[src/rtl/bctl_pkg.sv]
package bctl_pkg;

    parameter int unsigned LAT_W = 3;
    parameter int unsigned WS_W  = 2;
    parameter int unsigned LEN_W = 2;

    localparam int unsigned CFG_W     = LEN_W + 1 + WS_W + LAT_W;
    localparam int unsigned BASE_LAT  = 3;
    localparam int unsigned MIN_WORDS = 4;
    localparam int unsigned MAX_WORDS = MIN_WORDS << ((1 << LEN_W) - 1);
    localparam int unsigned MAX_LAT   = BASE_LAT + (1 << LAT_W) - 1;
    localparam int unsigned CNT_MAX   = (MAX_WORDS > MAX_LAT) ? MAX_WORDS : MAX_LAT;
    localparam int unsigned CNT_W     = $clog2(CNT_MAX + 1);

    typedef struct packed {
        logic [LEN_W-1:0] len;
        logic             hold;
        logic [WS_W-1:0]  ws;
        logic [LAT_W-1:0] lat;
    } bctl_cfg_t;

    typedef enum logic [1:0] {
        ST_IDLE,
        ST_LAT,
        ST_DATA,
        ST_TAIL
    } bctl_state_e;

endpackage

[src/rtl/bctl_cfg_reg.sv]
module bctl_cfg_reg
    import bctl_pkg::*;
(
    input  logic             clk,
    input  logic             rst_n,
    input  logic             wr,
    input  logic [CFG_W-1:0] wdata,
    input  logic             load,
    output bctl_cfg_t        snap
);

    bctl_cfg_t live_q;
    bctl_cfg_t snap_q;

    always_ff @(posedge clk) begin
        if (!rst_n) begin
            live_q <= '0;
        end else if (wr) begin
            live_q <= bctl_cfg_t'(wdata);
        end
    end

    // Nonblocking read of live_q: a write on the accepting edge is not seen.
    always_ff @(posedge clk) begin
        if (!rst_n) begin
            snap_q <= '0;
        end else if (load) begin
            snap_q <= live_q;
        end
    end

    assign snap = snap_q;

endmodule

[src/rtl/bctl_fsm.sv]
module bctl_fsm
    import bctl_pkg::*;
(
    input  logic      clk,
    input  logic      rst_n,
    input  logic      clk_en,
    input  logic      start,
    input  bctl_cfg_t cfg,
    output logic      accept,
    output logic      capture,
    output logic      ce_n,
    output logic      done
);

    bctl_state_e      state_q, state_d;
    logic [CNT_W-1:0] cnt_q, cnt_d;
    logic [CNT_W-1:0] words_q, words_d;
    logic             skip_q, skip_d;
    logic             release_w;

    logic [CNT_W-1:0] lat_last;
    logic [CNT_W-1:0] word_total;
    logic [CNT_W-1:0] tail_last;

    assign lat_last   = CNT_W'(cfg.lat) + CNT_W'(BASE_LAT);
    assign word_total = CNT_W'(MIN_WORDS) << cfg.len;
    assign tail_last  = (cfg.ws == '0) ? '0 : (CNT_W'(cfg.ws) - CNT_W'(1));

    always_comb begin
        state_d   = state_q;
        cnt_d     = cnt_q;
        words_d   = words_q;
        skip_d    = skip_q;
        accept    = 1'b0;
        capture   = 1'b0;
        release_w = 1'b0;
        unique case (state_q)
            ST_IDLE: begin
                if (clk_en && start) begin
                    accept  = 1'b1;
                    cnt_d   = '0;
                    state_d = ST_LAT;
                end
            end
            ST_LAT: begin
                if (clk_en) begin
                    if (cnt_q == lat_last) begin
                        capture = 1'b1;
                        words_d = CNT_W'(1);
                        skip_d  = cfg.hold;
                        state_d = ST_DATA;
                    end else begin
                        cnt_d = cnt_q + CNT_W'(1);
                    end
                end
            end
            ST_DATA: begin
                if (clk_en) begin
                    if (skip_q) begin
                        skip_d = 1'b0;
                    end else begin
                        capture = 1'b1;
                        words_d = words_q + CNT_W'(1);
                        skip_d  = cfg.hold;
                        if (words_q == word_total - CNT_W'(1)) begin
                            cnt_d   = '0;
                            state_d = ST_TAIL;
                        end
                    end
                end
            end
            ST_TAIL: begin
                if (clk_en) begin
                    if (cnt_q == tail_last) begin
                        release_w = 1'b1;
                        state_d   = ST_IDLE;
                    end else begin
                        cnt_d = cnt_q + CNT_W'(1);
                    end
                end
            end
        endcase
    end

    always_ff @(posedge clk) begin
        if (!rst_n) begin
            state_q <= ST_IDLE;
            cnt_q   <= '0;
            words_q <= '0;
            skip_q  <= 1'b0;
        end else begin
            state_q <= state_d;
            cnt_q   <= cnt_d;
            words_q <= words_d;
            skip_q  <= skip_d;
        end
    end

    always_ff @(posedge clk) begin
        if (!rst_n) begin
            ce_n <= 1'b1;
            done <= 1'b0;
        end else begin
            ce_n <= (state_d == ST_IDLE);
            done <= release_w;
        end
    end

endmodule

[src/rtl/bctl_capture.sv]
module bctl_capture #(
    parameter int unsigned DATA_W = 16
) (
    input  logic              clk,
    input  logic              rst_n,
    input  logic              capture,
    input  logic [DATA_W-1:0] rd_data,
    output logic              out_valid,
    output logic [DATA_W-1:0] out_data
);

    always_ff @(posedge clk) begin
        if (!rst_n) begin
            out_valid <= 1'b0;
            out_data  <= '0;
        end else begin
            out_valid <= capture;
            if (capture) begin
                out_data <= rd_data;
            end
        end
    end

endmodule

[src/rtl/burst_rd_ctrl.sv]
module burst_rd_ctrl
    import bctl_pkg::*;
#(
    parameter int unsigned DATA_W = 16
) (
    input  logic              clk,
    input  logic              rst_n,
    input  logic              clk_en,
    input  logic              cfg_wr,
    input  logic [CFG_W-1:0]  cfg_wdata,
    input  logic              start,
    input  logic [DATA_W-1:0] rd_data,
    output logic              ce_n,
    output logic              busy,
    output logic              out_valid,
    output logic [DATA_W-1:0] out_data,
    output logic              done
);

    bctl_cfg_t cfg_snap;
    logic      accept;
    logic      capture;
    logic      snap_hold;

    bctl_cfg_reg u_cfg (
        .clk   (clk),
        .rst_n (rst_n),
        .wr    (cfg_wr),
        .wdata (cfg_wdata),
        .load  (accept),
        .snap  (cfg_snap)
    );

    bctl_fsm u_fsm (
        .clk     (clk),
        .rst_n   (rst_n),
        .clk_en  (clk_en),
        .start   (start),
        .cfg     (cfg_snap),
        .accept  (accept),
        .capture (capture),
        .ce_n    (ce_n),
        .done    (done)
    );

    bctl_capture #(.DATA_W(DATA_W)) u_cap (
        .clk       (clk),
        .rst_n     (rst_n),
        .capture   (capture),
        .rd_data   (rd_data),
        .out_valid (out_valid),
        .out_data  (out_data)
    );

    assign busy      = ~ce_n;
    assign snap_hold = cfg_snap.hold;

endmodule

[config.mk]
export PLATFORM = sky130hd
export DESIGN_NAME = burst_rd_ctrl
export DESIGN_NICKNAME = d
export VERILOG_FILES = /design/src/rtl/bctl_pkg.sv /design/src/rtl/bctl_cfg_reg.sv /design/src/rtl/bctl_fsm.sv /design/src/rtl/bctl_capture.sv /design/src/rtl/burst_rd_ctrl.sv
export SDC_FILE = /design/constraint.sdc
export NUM_CORES = 1
export LEC_CHECK = 0
export ABC_AREA = 1
export BUFFER_PORTS_ARGS = -buffer_cell sky130_fd_sc_hd__buf_4
export CORE_MARGIN = 2
export CORE_UTILIZATION = 49
export CTS_CLUSTER_DIAMETER = 60
export DETAILED_ROUTE_END_ITERATION = 6
export PLACE_DENSITY = 0.82
export SYNTH_ARGS = -nofsm -noshare
export SYNTH_HDL_FRONTEND = slang
export SYNTH_SLANG_ARGS = --single-unit
[constraint.sdc]
create_clock -name clk -period 1.6 [get_ports clk]
set_input_delay 0.16 -clock clk [delete_from_list [all_inputs] [get_ports clk]]
set_output_delay 0.16 -clock clk [all_outputs]
set_load 0.005 [all_outputs]
==> results.txt <==
Average wire per standard cell: 13.5 um. The worst slew margin relative to its limit is 0.632, and the post-synth net total is 380. Of all nets on the critical path, the largest fanout is 8.

Setup repair after global routing could not meet its margin everywhere. The tools report the remaining global-route overflow as 0. The smallest clock period supported by the final layout is computed as 1.84 ns. The congestion estimate from routability-driven global placement came to 0.897. Data on the critical path is required at its endpoint by 1.83 ns. A synthesized cell averages 7.04 um^2. The number of hold violations in the final report is 0. The power density over the cells is 1340 mW/mm^2. After detailed routing, the number of vias per cell comes to 5.25. STA classifies the critical path startpoint as a register.

In the routed design, unresolved DRC markers number 0. Overall die area: 0.00550 mm^2. Clock-pin slew was measured on the worst setup and hold paths at 0.09 ns. At the later pin of the worst-skew pair, clock insertion delay measures 0.31 ns. The worst hold path passes through 3 cells.

The flow ran to the end, but the final reports show violations. The clock drives 50 sinks. Counting flops and latches in the post-synthesis netlist gives 50. The post-DP HPWL is 3950 um.

The run gives 0 as the initial antenna violation count. TritonCTS built the clock tree. The pre-antenna-repair detailed-routing pass consisted of 5 iterations. The die is 74.2 um wide. The post-route clock period utilization is 1.15, and the number of violations reported at the end of detailed-routing iteration 0 is 249. The logs give 491 for the non-filler instance count after layout and 0.511 for the initial core utilization. The tools report the sequential share of the synthesized area as 0.415. The routed layout has 2,579 vias. Derived from the worst setup path, the maximum achievable clock frequency is 542 MHz.

The area growth from synthesis to layout is 39.0%. The synthesized instance count came out at 343. In this run the register-to-register setup slack is -0.24 ns. The number of pins with negative max-slew slack in the final report is 0. For the global-route wire length before repair, the log shows 10,300 um.

The pin count of the biggest net entering global routing came out at 34. The most common flop cell mapped by yosys was dfxtp_1. The worst setup path is captured at a register. The run gives 476 as the number of cells after detailed placement.

For the worst setup path, the data arrival time is 2.08 ns. The tools report the end-of-flow core utilization as 0.710. The classification of the worst-slack hold path is input pin to register. In this run the count of I/O pins placed on the die edge is 49. The placeable core region was 0.00472 mm^2; the number of I/O port buffers was 48. The repair_antennas step left the layout with diodes totalling 0.

At the pin with the least slew margin, the transition time is 0.552 ns. Summed over all layers, the routed wires come to 6650 um. The vertical die dimension was 74.2 um. The fraction of final layout cells sized beyond drive strength 1 is 0.309, and the count of warnings emitted by yosys is 0. The count of final setup violators is 33. The worst setup path is of the register to register kind. Once detail routing completed, the nets flagged for antenna violations numbered 0. The fraction of registers with async set/reset was 0; the clock buffer count from CTS was 5. On the final layout, the worst hold slack is 0.0716 ns. The logs give 2 for the maximum clock insertion buffer count and 25 for the number of rows in the core area.

The worst-case IR drop observed on VDD is 0.000700 V. The number of enable-type register cells in the synthesized netlist was 0; the count of max-cap constraint violations was 0. OpenSTA, run right after detailed placement, puts the worst setup slack at -0.104 ns.

The final reports fail on setup timing. The count of distinct cell types in the synthesized netlist was 27; the post-synthesis cell area was 0.00241 mm^2. The logs give -0.245 ns for the worst path setup slack after routing and 2 for the H-tree depth. The final setup skew is 0.00988 ns, and the number of global-route vias before repair is 2,317. For this design the static power due to leakage is 1.46 nW. For the overall fraction of global-route tracks in use, the log shows 0.244. Clock tree synthesis selected as its root buffer the cell clkbuf_8. The length in cells of the worst reg-to-reg path was 13; the count of nets after finishing was 460.
sequential cells by signal, indices dropped and copies added, names as in the netlist:
signal,count
u_cfg.snap,8
u_fsm.skip_q,1
u_cap.out_valid,1
u_fsm.ce_n,1
u_cfg.live_q,8
u_fsm.state_q,2
u_fsm.words_q,6
u_fsm.done,1
u_cap.out_data,16
u_fsm.cnt_q,6
stage by stage:
step / TNS, ns / instance area [um^2] / total power (W)
floorplan: -0.389 / 2460 / 0.00260
finish: -5.60 / 3350 / 0.00451
global route: -9.14 / 3350 / 0.00476
detailed placement: -1.83 / 3040 / 0.00319
CTS: -1.62 / 3280 / 0.00434
global placement: -0.893 / 3040 / 0.00316
power by group:
group	internal [W]	switching [W]
registers	0.00143	0.000139
clock network	0.000467	0.000423
logic	0.000860	0.00119
what timing repair did:
item	in CTS	in global routing
cloned	4	0
endpoints found under the setup margin	30	33
setup buffers	3	0
hold buffers	0	0
gates resized for setup	20	19
pin swaps	8	15
final timing paths:
path | to | startpoint
max | u_cap.out_data[7] | u_cfg.snap[1]
min | u_cfg.live_q[0] | cfg_wdata[0]
max reg2reg | u_cap.out_data[7] | u_cfg.snap[1]
min reg2reg | u_cfg.snap[5] | u_cfg.snap[5]
Yosys cell counts (all sizes together) (3+ instances only):
| cell | number | area share |
|---|---|---|
| buf | 3 | 0.015 |
| nand4 | 3 | 0.0078 |
| nand2 | 71 | 0.12 |
| nor2 | 73 | 0.12 |
| nand3 | 22 | 0.046 |
| ha | 8 | 0.041 |
| o21ai | 34 | 0.071 |
| xnor2 | 3 | 0.011 |
| a21oi | 29 | 0.060 |
| xor2 | 4 | 0.015 |
| dfxtp | 50 | 0.41 |
| clkbuf | 5 | 0.0078 |
| inv | 30 | 0.049 |
layer usage:
layer / wire length (um) / track usage / vias up
met4: 218 / 0.0990 / 0
li1: - / - / 1265
met3: 371 / 0.0474 / 25
met1: 2860 / 0.310 / 1174
met2: 3200 / 0.408 / 115
met5: 0 / 0 / -
layout by cell type (no fill, tap or decap), drive strengths merged, types with 2 or more instances in the layout:
| cell | netlist | layout |
|---|---|---|
| buf | 3 | 77 |
| nand2 | 71 | 74 |
| nor2 | 73 | 73 |
| o21ai | 34 | 34 |
| clkinv | 0 | 2 |
| xnor2 | 3 | 3 |
| a31oi | 2 | 2 |
| nor3 | 2 | 2 |
| ha | 8 | 8 |
| a21oi | 29 | 29 |
| nand4 | 3 | 3 |
| nand3 | 22 | 22 |
| inv | 30 | 29 |
| clkbuf | 5 | 6 |
| xor2 | 4 | 4 |
| or2 | 2 | 2 |
| dfxtp | 50 | 50 |
cell families after synthesis:
family | after synthesis | synth area share
buffers and inverters | 38 | 0.0710
AND/OR/NAND/NOR | 174 | 0.308
AO/OA/AOI/OAI | 66 | 0.139
XOR/XNOR | 7 | 0.0254
flip-flops | 50 | 0.415
adder cells (fa/ha/maj) | 8 | 0.0415
critical path, stage by stage, from the launching register on:
cell	delay, ns
dfxtp_2	0.34
inv_2	0.05
ha_4	0.25
nand2_1	0.12
nand3_4	0.10
nor2_4	0.13
nand2_2	0.07
nor2_4	0.15
inv_4	0.07
nand2_8	0.11
nand2_8	0.11
clkinv_8	0.08
nor2_2	0.04
nor2_1	0.13
final cells by class:
| cell class | count | area (um^2) |
|---|---|---|
| Clock buffer | 6 | 72.6 |
| Clock inverter | 2 | 37.5 |
| Fill cell | 365 | 1370 |
| Inverter | 30 | 130 |
| Multi-Input combinational cell | 258 | 1420 |
| Sequential cell | 50 | 1010 |
| Tap cell | 67 | 83.8 |
| Timing Repair Buffer | 77 | 591 |
| Timing Repair inverter | 1 | 16.3 |
(Power assumes the default switching activity.)
